File: src/rtl/tw_pkg.sv
package tw_pkg;
   typedef enum logic {
      WORD_LONG  = 1'b0,
      WORD_SHORT = 1'b1
   } word_fmt_e;
endpackage

File: src/rtl/tw_sync.sv
module tw_sync #(
   parameter int STAGES = 2,
   parameter int W      = 1
) (
   input  logic         clk,
   input  logic         rst_n,
   input  logic [W-1:0] d_i,
   output logic [W-1:0] q_o
);
   logic [W-1:0] chain [STAGES];

   for (genvar s = 0; s < STAGES; s++) begin : g_stage
      if (s == 0) begin : g_first
         always_ff @(posedge clk or negedge rst_n) begin
            if (!rst_n) chain[s] <= '0;
            else        chain[s] <= d_i;
         end
      end else begin : g_next
         always_ff @(posedge clk or negedge rst_n) begin
            if (!rst_n) chain[s] <= '0;
            else        chain[s] <= chain[s-1];
         end
      end
   end

   assign q_o = chain[STAGES-1];
endmodule

File: src/rtl/tw_shift.sv
module tw_shift #(
   parameter int LEN = 19
) (
   input  logic           clk,
   input  logic           rst_n,
   input  logic           sclk_i,
   input  logic           sdat_i,
   input  logic           sen_i,
   output logic [LEN-1:0] word_o
);
   logic           sclk_prev;
   logic           sclk_rise;
   logic [LEN-1:0] word_q;

   assign sclk_rise = sclk_i & ~sclk_prev;

   always_ff @(posedge clk or negedge rst_n) begin
      if (!rst_n) begin
         sclk_prev <= 1'b0;
         word_q    <= '0;
      end else begin
         sclk_prev <= sclk_i;
         if (sclk_rise && sen_i)
            word_q <= {word_q[LEN-2:0], sdat_i};
      end
   end

   assign word_o = word_q;

   AST_IDLE_NO_SHIFT: assert property (@(posedge clk) disable iff (!rst_n)
      !sen_i |=> $stable(word_q));
endmodule

File: src/rtl/tw_latch.sv
module tw_latch #(
   parameter int LONG_LEN  = 19,
   parameter int SHORT_LEN = 18,
   parameter int PORTS     = 4,
   localparam int DIV_W    = LONG_LEN - PORTS,
   localparam int SDIV_W   = SHORT_LEN - PORTS
) (
   input  logic                clk,
   input  logic                rst_n,
   input  logic                sen_i,
   input  logic                mode_short_i,
   input  logic [LONG_LEN-1:0] word_i,
   output logic [PORTS-1:0]    port_o,
   output logic [DIV_W-1:0]    div_o
);
   import tw_pkg::*;

   logic             en_prev;
   logic             en_fall;
   logic [PORTS-1:0] long_port, short_port, next_port;
   logic [DIV_W-1:0] long_div, short_div, next_div;
   word_fmt_e        fmt;

   assign long_port  = word_i[LONG_LEN-1 -: PORTS];
   assign long_div   = word_i[DIV_W-1:0];
   assign short_port = word_i[SHORT_LEN-1 -: PORTS];

   if (DIV_W > SDIV_W) begin : g_pad
      assign short_div = {{(DIV_W-SDIV_W){1'b0}}, word_i[SDIV_W-1:0]};
   end else begin : g_nopad
      assign short_div = word_i[DIV_W-1:0];
   end

   assign fmt     = word_fmt_e'(mode_short_i);
   assign en_fall = en_prev & ~sen_i;

   always_comb begin
      if (fmt == WORD_SHORT) begin
         next_port = short_port;
         next_div  = short_div;
      end else begin
         next_port = long_port;
         next_div  = long_div;
      end
   end

   always_ff @(posedge clk or negedge rst_n) begin
      if (!rst_n) begin
         en_prev <= 1'b0;
         port_o  <= '0;
         div_o   <= '0;
      end else begin
         en_prev <= sen_i;
         if (en_fall) begin
            port_o <= next_port;
            div_o  <= next_div;
         end
      end
   end

   AST_HOLD_UNTIL_FALL: assert property (@(posedge clk) disable iff (!rst_n)
      !en_fall |=> ($stable(port_o) && $stable(div_o)));
   AST_SINGLE_LOAD: assert property (@(posedge clk) disable iff (!rst_n)
      en_fall |=> !en_fall);
   AST_SHORT_TOP_ZERO: assert property (@(posedge clk) disable iff (!rst_n)
      (en_fall && mode_short_i) |=> (div_o[DIV_W-1] == 1'b0));
   AST_LONG_PORT_MAP: assert property (@(posedge clk) disable iff (!rst_n)
      (en_fall && !mode_short_i) |=> (port_o[PORTS-1] == $past(word_i[LONG_LEN-1])));
endmodule

File: src/rtl/tw_tune_rx.sv
module tw_tune_rx #(
   parameter int SYNC_STAGES = 2,
   parameter int LONG_LEN    = 19,
   parameter int SHORT_LEN   = 18,
   parameter int PORT_BITS   = 4,
   localparam int DIV_W      = LONG_LEN - PORT_BITS
) (
   input  logic                 clk,
   input  logic                 rst_n,
   input  logic                 bus_data_i,
   input  logic                 bus_clk_i,
   input  logic                 bus_en_i,
   input  logic                 mode_short_i,
   output logic [PORT_BITS-1:0] port_o,
   output logic [DIV_W-1:0]     divisor_o
);
   initial begin
      if (SYNC_STAGES < 2)
         $fatal(1, "tw_tune_rx: SYNC_STAGES must be at least 2");
      if (SHORT_LEN >= LONG_LEN)
         $fatal(1, "tw_tune_rx: SHORT_LEN must be below LONG_LEN");
      if (SHORT_LEN <= PORT_BITS)
         $fatal(1, "tw_tune_rx: SHORT_LEN must exceed PORT_BITS");
   end

   logic [3:0]          raw_in, synced;
   logic                s_dat, s_clk, s_en, s_mode;
   logic [LONG_LEN-1:0] word;

   assign raw_in = {mode_short_i, bus_en_i, bus_clk_i, bus_data_i};

   tw_sync #(.STAGES(SYNC_STAGES), .W(4)) u_sync (
      .clk(clk), .rst_n(rst_n), .d_i(raw_in), .q_o(synced)
   );

   assign {s_mode, s_en, s_clk, s_dat} = synced;

   tw_shift #(.LEN(LONG_LEN)) u_shift (
      .clk(clk), .rst_n(rst_n), .sclk_i(s_clk), .sdat_i(s_dat),
      .sen_i(s_en), .word_o(word)
   );

   tw_latch #(.LONG_LEN(LONG_LEN), .SHORT_LEN(SHORT_LEN), .PORTS(PORT_BITS)) u_latch (
      .clk(clk), .rst_n(rst_n), .sen_i(s_en), .mode_short_i(s_mode),
      .word_i(word), .port_o(port_o), .div_o(divisor_o)
   );
endmodule

File: config.mk
export PLATFORM = sky130hd
export DESIGN_NAME = tw_tune_rx
export DESIGN_NICKNAME = d
export VERILOG_FILES = /design/src/rtl/tw_pkg.sv /design/src/rtl/tw_sync.sv /design/src/rtl/tw_shift.sv /design/src/rtl/tw_latch.sv /design/src/rtl/tw_tune_rx.sv
export SDC_FILE = /design/constraint.sdc
export NUM_CORES = 1
export LEC_CHECK = 0
export CAP_MARGIN = 20
export CELL_PAD_IN_SITES_DETAIL_PLACEMENT = 1
export CELL_PAD_IN_SITES_GLOBAL_PLACEMENT = 2
export CORE_MARGIN = 2
export CORE_UTILIZATION = 38
export CTS_BUF_LIST = sky130_fd_sc_hd__clkbuf_2
export DETAILED_ROUTE_END_ITERATION = 8
export HOLD_SLACK_MARGIN = 0.03
export PLACE_DENSITY_LB_ADDON = 0.3
export SYNTH_ARGS = -nofsm -noshare
export SYNTH_HDL_FRONTEND = slang
export SYNTH_SLANG_ARGS = --single-unit
File: constraint.sdc
create_clock -name clk -period 1.19 [get_ports clk]
set_input_delay 0.119 -clock clk [delete_from_list [all_inputs] [get_ports clk]]
set_output_delay 0.119 -clock clk [all_outputs]
set_load 0.005 [all_outputs]
==> qor.csv, run 1 <==
stage,metric,value,unit
status,outcome,"complete, but fails checks",
status,violations,negative setup slack,
clocking,cts.sinks,48,
clocking,clk_latency,0.42,ns
floorplan,core_area,4690,µm²
yosys,yosys.area_share.adder,0,
floorplan,fp.dieW,73.4,µm
finish,synthToLayoutAreaGrowth,29.6,%
clocking,clkTransAtPathRegs,0.21,ns
timing,setup_ws,-0.0574,ns
yosys,ys_warn_count,0,
yosys,synthMuxAreaShare,0.299,
timing,period_share,1.05,
timing,rsz0062_at_grt,yes,
place,gp_congestion,0.703,
timing,final_hold_viol_count,0,
critical_path,required,1.52,ns
drt,dr_total_vias,958,
clocking,cts_max_level,2,
timing,fin_worst_skew,0.0150,ns
timing,layout_min_cycle_time,1.25,ns
grt,use_met1,0.170,
floorplan,io_pins,25,
drt,drc,0,
critical_path,crit_path_end_kind,flip-flop,
floorplan,die_area,5390,µm²
drt,drt_iter0_drc,33,
timing,tightestPinTransition,0.411,ns
power_and_ir_drop,power.share.switching,0.248,
floorplan,initial_core_util,0.390,
floorplan,fp-row-count,25,
yosys,synth-xor-area-share,0,
grt,use_met2,0.196,
critical_path,cp_max_fo,5,
power_and_ir_drop,p_clk_frac,0.224,
grt,grt_max_degree,20,
timing,slew_viol_final,0,
grt,grt_pass1_vias,1024,
grt,grt_most_used_layer,met2,
flow_run,drv_cap,0,
power_and_ir_drop,leakage,1.28,nW
drt,wl_per_cell,16.5,µm
power_and_ir_drop,peakVddDrop,0.786,mV
power_and_ir_drop,p_total,3.73,mW
yosys,synth_cell_types,8,
timing,finalSetupViolCount,19,
timing,timing.hold.ws,0.111,ns
power_and_ir_drop,p_sw,925,µW
drt,postRouteAntennaNets,0,
finish,layout-drive-gt1-share,0.616,
place,hpwl,1920,µm
clocking,cts_tree,done,
yosys,synth_nets,103,
yosys,synth_compound_area_frac,0,
power_and_ir_drop,seq_power_share,0.564,
critical_path,worstSetupPathType,reg -> reg,
yosys,ys_seq_area_frac,0.656,
finish,antenna_cells,0,
yosys,synth-simple-area-share,0.0150,
place,numPortBuffers,24,
drt,wl,3310,µm
grt,track_usage,0.130,
power_and_ir_drop,p_int,2.80,mW
grt,use_met3,0.0329,
yosys,synthCells,97,
yosys,yosys_register_bits,48,
drt,vias_per_cell,4.79,
drt,drtPass1Iterations,3,
critical_path,arrival,1.57,ns
yosys,synth_top_family_by_area,multiplexers,
yosys,syn_area,1830,µm²
grt,grt_antenna_before_repair,0,
yosys,synth.avg_cell_area,18.9,µm²
power_and_ir_drop,p_per_area,1570,nW/µm²
grt,grt_pass1_wl,5080,µm
clocking,cts_root_buffer,clkbuf_2,
floorplan,die_h,73.4,µm
worst_hold_path,hp-class,in -> reg,
finish,layout.nets,151,
grt,grt_overflow,0,
timing,slew_headroom,0.726,
critical_path,critPathLaunchType,flip-flop,
clocking,clk_path_buf_depth,2,
clocking,numCtsBuffers,5,
timing,fmax,0.802,GHz
power_and_ir_drop,combPwrFrac,0.212,
[through the flow]
stage | cell area [µm²] | TNS (ns) | setup WS, ns | utilization | cells
3_3_place_gp | 2140 | 0 | 0.0142 | 0.456 | 174
3_5_place_dp | 2140 | -0.314 | -0.0430 | 0.456 | 174
6_report | 2370 | -0.580 | -0.0574 | 0.506 | 200
2_1_floorplan | 1830 | 0 | 0.00237 | - | 97
4_1_cts | 2270 | -0.108 | -0.0231 | 0.484 | 193
5_1_grt | 2370 | -1.87 | -0.111 | 0.506 | 200
[per-layer routing]
layer | part of all wire | wire length [µm]
met3 | 0.035 | 115
met4 | 0.019 | 64
met2 | 0.49 | 1630
met1 | 0.45 | 1500
met5 | 0 | 0
[worst max-delay path: stages (launching register included)]
cell and delay (ns):
dfrtp_1 0.40, nand3b_1 0.16, buf_6 0.15, clkbuf_16 0.16
mux2_4 0.30
[final timing paths]
path | from | end | slack, ns | depth (start not counted)
max in group asynchronous | rst_n | u_sync.q_o[3] | 0.63 | 3
hold reg to reg | u_sync.chain[4] | u_sync.q_o[0] | 0.38 | 0
hold / removal | bus_data_i | u_sync.chain[4] | 0.11 | 1
setup reg to reg | u_shift.sclk_prev | u_shift.word_o[5] | -0.06 | 4
setup / recovery | u_shift.sclk_prev | u_shift.word_o[5] | -0.06 | 4
min in group asynchronous | rst_n | u_shift.word_o[8] | 0.12 | 2
[registers in the layout (all words and copies together) (netlist names)]
signal	cells
u_shift.word_o	19
u_shift.sclk_prev	1
u_latch.en_prev	1
u_latch.div_o	15
u_latch.port_o	4
u_sync.q_o	4
u_sync.chain	4
[layout make-up]
type | count | area [µm²]
repair buffers | 45 | 423
well taps | 54 | 67.6
flip-flops and latches | 48 | 1200
clock inverters | 3 | 37.5
clock buffers | 5 | 25.0
fillers | 465 | 2320
multi-input cells | 45 | 617
[synth_stat cells]
| cell | number | area, µm² |
|---|---|---|
| nand2b_4 | 1 | 13.8 |
| nor2b_1 | 1 | 6.26 |
| buf_6 | 3 | 33.8 |
| dfrtp_1 | 48 | 1200 |
| mux2_4 | 20 | 300 |
| mux2_2 | 22 | 248 |
| buf_12 | 1 | 20.0 |
| nand3b_1 | 1 | 7.51 |
[placed cells by master (no fill, tap or decap), drive strengths merged]
cell type and n:
clkdlybuf4s50 4, buf 28, nor2b 1, clkbuf 17
clkinv 2, dlygate4sd3 1, nand2b 1, dfrtp 48
nand3b 1, bufinv 1, mux2 42
[power by group through the flow]
stage,clock network (mW),registers (mW),logic [mW]
global route,0.937,2.15,0.848
floorplan,0,2.08,0.355
global placement,0,2.11,0.698
CTS,0.863,2.09,0.733
finish,0.836,2.10,0.791
detailed placement,0,2.13,0.720
[cell families (layout without fill, tap and decap cells)]
logic type / count (synthesis) / in the layout
flops: 48 / 48
mux: 42 / 42
buf+inv: 4 / 53
simple gates: 3 / 3
[timing repair]
action	in CTS	in global routing
endpoints found under the hold margin	48	0
cloned	0	4
setup buffers	10	3
pin swaps	0	1
resized for setup	61	19
hold buffers	1	0
setup endpoints to repair	39	31
(Power assumes the default switching activity.)
==> run 2: changes to the inputs <==
--- a/config.mk
+++ b/config.mk
@@ -5,11 +5,13 @@
 export SDC_FILE = /design/constraint.sdc
 export NUM_CORES = 1
 export LEC_CHECK = 0
+export ABC_AREA = 1
 export CAP_MARGIN = 20
 export CELL_PAD_IN_SITES_DETAIL_PLACEMENT = 1
 export CELL_PAD_IN_SITES_GLOBAL_PLACEMENT = 2
+export CORE_ASPECT_RATIO = 1.25
 export CORE_MARGIN = 2
-export CORE_UTILIZATION = 38
+export CORE_UTILIZATION = 31
 export CTS_BUF_LIST = sky130_fd_sc_hd__clkbuf_2
 export DETAILED_ROUTE_END_ITERATION = 8
 export HOLD_SLACK_MARGIN = 0.03
==> qor.csv, run 2 <==
stage,metric,value,unit,change
drt,vias_per_cell,4.74,,-0.98%
power_and_ir_drop,seq_power_share,0.607,,+0.043
power_and_ir_drop,peakVddDrop,0.792,mV,+0.72%
power_and_ir_drop,p_clk_frac,0.269,,+0.045
floorplan,die_area,6510,µm²,+21%
drt,wl_per_cell,13.4,µm,-19%
worst_hold_path,hold_start,mode_short_i,,
finish,final_cell_mix,"nand2_1 (107), dfrtp_1 (47), nand4_1 (19)",,
yosys,synth_nets,196,,+90%
clocking,cts_max_level,2,,unchanged
place,dp_slack,0.0564,ns,+0.0994 ns
grt,grt_pass1_vias,1495,,+46%
floorplan,core_area,5740,µm²,+22%
grt,grt_max_degree,49,,+150%
drt,drt_iter0_drc,45,,+36%
finish,layout.nets,235,,+56%
yosys,synth.area.top_cells,"dfrtp_1 (66%), nand2_1 (22%), nand4_1 (6.5%), buf_4 (2.1%), buf_2 (1.1%)",,
drt,drtPass1Iterations,4,,+1
timing,fmax,0.924,GHz,+15%
status,outcome,completed,,
timing,tightestPinTransition,0.261,ns,-0.150 ns
critical_path,cp_max_fo,2,,-3
yosys,async_reset_ff_frac,1.00,,unchanged
timing,slew_headroom,0.826,,+0.100
yosys,synth.avg_cell_area,9.58,µm²,-49%
finish,stdcell_area,2200,µm²,-7.2%
yosys,ys_warn_count,0,,unchanged
drt,drc,0,,unchanged
critical_path,path_cells,buf_2,,
yosys,yosys_register_bits,48,,unchanged
critical_path,crit_path_end_kind,output pin,,
flow_run,drv_cap,0,,unchanged
critical_path,critPathLaunchType,flip-flop,,
worst_hold_path,hp-class,in -> reg,,
yosys,yosys.area.top_type,dfrtp_1,,
floorplan,initial_core_util,0.317,,-0.0730
finish,final-instance-count-excl-fill,296,,+48%
power_and_ir_drop,p_sw,801,µW,-13%
critical_path,slowest_delay,0.43,ns,+0.03 ns
grt,grt_overflow,0,,unchanged
yosys,ys_seq_area_frac,0.660,,+0.00361
place,hpwl,2590,µm,+35%
floorplan,fp-row-count,31,,+24%
critical_path,crit_buf_inv,1,,-1
power_and_ir_drop,power.share.switching,0.258,,+0.0102
clocking,clk_latency,0.40,ns,-0.02 ns
critical_path,slowest_stage,dfrtp_1,,
clocking,cts_root_buffer,clkbuf_2,,
clocking,cts.sinks,48,,unchanged
place,placed_area,2130,µm²,-0.23%
grt,grt_antenna_before_repair,0,,unchanged
timing,fin_setup_tns,0,ns,+0.580 ns
yosys,synthTopCellsByCount,"nand2_1 (107), dfrtp_1 (48), nand4_1 (19)",,
floorplan,die_h,89.7,µm,+22%
finish,fillers,684,,+47%
floorplan,fp.dieW,72.5,µm,-1.2%
yosys,synth_cell_types,10,,+2
finish,layout_commonest_cell,nand2_1,,
place,gp_congestion,0.659,,-6.3%
critical_path,startpoint,u_latch.div_o[13],,
drt,dr_total_vias,1404,,+47%
grt,track_usage,0.137,,+0.00698
yosys,synth_edf_count,0,,unchanged
floorplan,io_pins,25,,unchanged
clocking,numCtsBuffers,5,,unchanged
clocking,clkTransAtPathRegs,0.23,ns,+0.02 ns
power_and_ir_drop,p_per_area,1410,nW/µm²,-10%
timing,period_share,0.910,,-0.138
yosys,yosysMostFrequentCell,nand2_1,,
finish,synthToLayoutAreaGrowth,21.0,%,
drt,wl,3960,µm,+20%
timing,layout_min_cycle_time,1.08,ns,-0.165 ns
timing,finalSetupViolCount,0,,-19
critical_path,worstSetupPathType,reg -> out,,
power_and_ir_drop,combPwrFrac,0.124,,-0.088
drt,postRouteAntennaNets,0,,unchanged
finish,antenna_cells,0,,unchanged
yosys,syn_area,1820,µm²,-0.55%
clocking,clk_path_buf_depth,2,,unchanged
timing,setup_ws,0.107,ns,+0.165 ns
timing,slew_viol_final,0,,unchanged
timing,final_hold_viol_count,0,,unchanged
power_and_ir_drop,leakage,1.25,nW,-1.8%
place,dp_cells,277,,+59%
critical_path,worstReg2RegStart,u_sync.q_o[2],,
yosys,dominantRegCellSynth,dfrtp_1,,
finish,layout-drive-gt1-share,0.200,,-0.416
critical_path,arrival,0.96,ns,-0.61 ns
place,numPortBuffers,24,,unchanged
critical_path,crit_family,flip-flops,,
power_and_ir_drop,p_int,2.30,mW,-18%
yosys,synth_top_area_frac,0.660,,+0.00361
grt,grt_pass1_wl,6790,µm,+34%
yosys,synthCells,190,,+96%
timing,fin_worst_skew,0.00865,ns,-0.00635 ns
critical_path,required,1.07,ns,-0.45 ns
clocking,cts_tree,done,,
finish,largest_reg_flops,19,,unchanged
timing,rsz0062_at_grt,yes,,
==> run 2: kinds of logic after synthesis <==
family,Yosys count,synth area share
AOI/OAI and AO/OA,1,0.00275
DFF,48,0.660
and+or+nand+nor,127,0.291
buffers and inverters,14,0.0460
==> run 2: area by class of cell <==
cell class	instances	area (µm²)	share of cell area
Clock buffer	5	25.0	0.0114
Sequential cell	48	1200	0.546
Clock inverter	3	37.5	0.0170
Tap cell	66	82.6	0.0375
Timing Repair Buffer	42	294	0.134
Inverter	4	17.5	0.00795
Multi-Input combinational cell	128	543	0.247
==> run 2: per-layer routing <==
layer  up-vias  global-route usage  share of wire
li1        679                   -              -
met2        20               0.249           0.53
met5         -                   0              0
met4         0              0.0589          0.017
met1       699               0.153           0.42
met3         6              0.0313          0.031
==> run 2: path summary, 6_finish.rpt <==
check                                    to  slack [ns]  depth (start not counted)
max                           divisor_o[13]        0.11                          1
min in group asynchronous  u_latch.div_o[0]        0.18                          3
min                         u_sync.chain[7]        0.11                          1
max reg2reg                u_latch.div_o[8]        0.12                          5
min reg2reg                   u_sync.q_o[0]        0.38                          0
max in group asynchronous     u_sync.q_o[2]        0.76                          3
==> run 2: through the flow <==
stage	utilization	total power, mW	hold WS [ns]
2_1_floorplan	-	2.06	-0.177
5_1_grt	0.384	3.29	0.0603
4_1_cts	0.384	3.14	0.0787
3_3_place_gp	0.372	2.29	0.125
3_5_place_dp	0.372	2.31	0.127
6_report	0.384	3.10	0.114
==> run 2: power by group through the flow <==
stage	Clock, mW	Combinational, mW	Sequential [mW]
after global placement	0	0.386	1.91
final	0.835	0.385	1.88
after floorplan	0	0.169	1.89
after detailed placement	0	0.402	1.91
after CTS	0.876	0.383	1.88
after global routing	0.943	0.445	1.90
==> run 2: repair_timing <==
| item | 4_1_cts | 5_1_grt |
|---|---|---|
| endpoints found under the setup margin | 19 | 46 |
| buffers inserted | 6 | 4 |
| gates cloned | 0 | 0 |
| hold endpoints to repair | 48 | 0 |
| pin swaps | 0 | 0 |
| hold buffers | 1 | 0 |
| gates resized for setup | 58 | 14 |
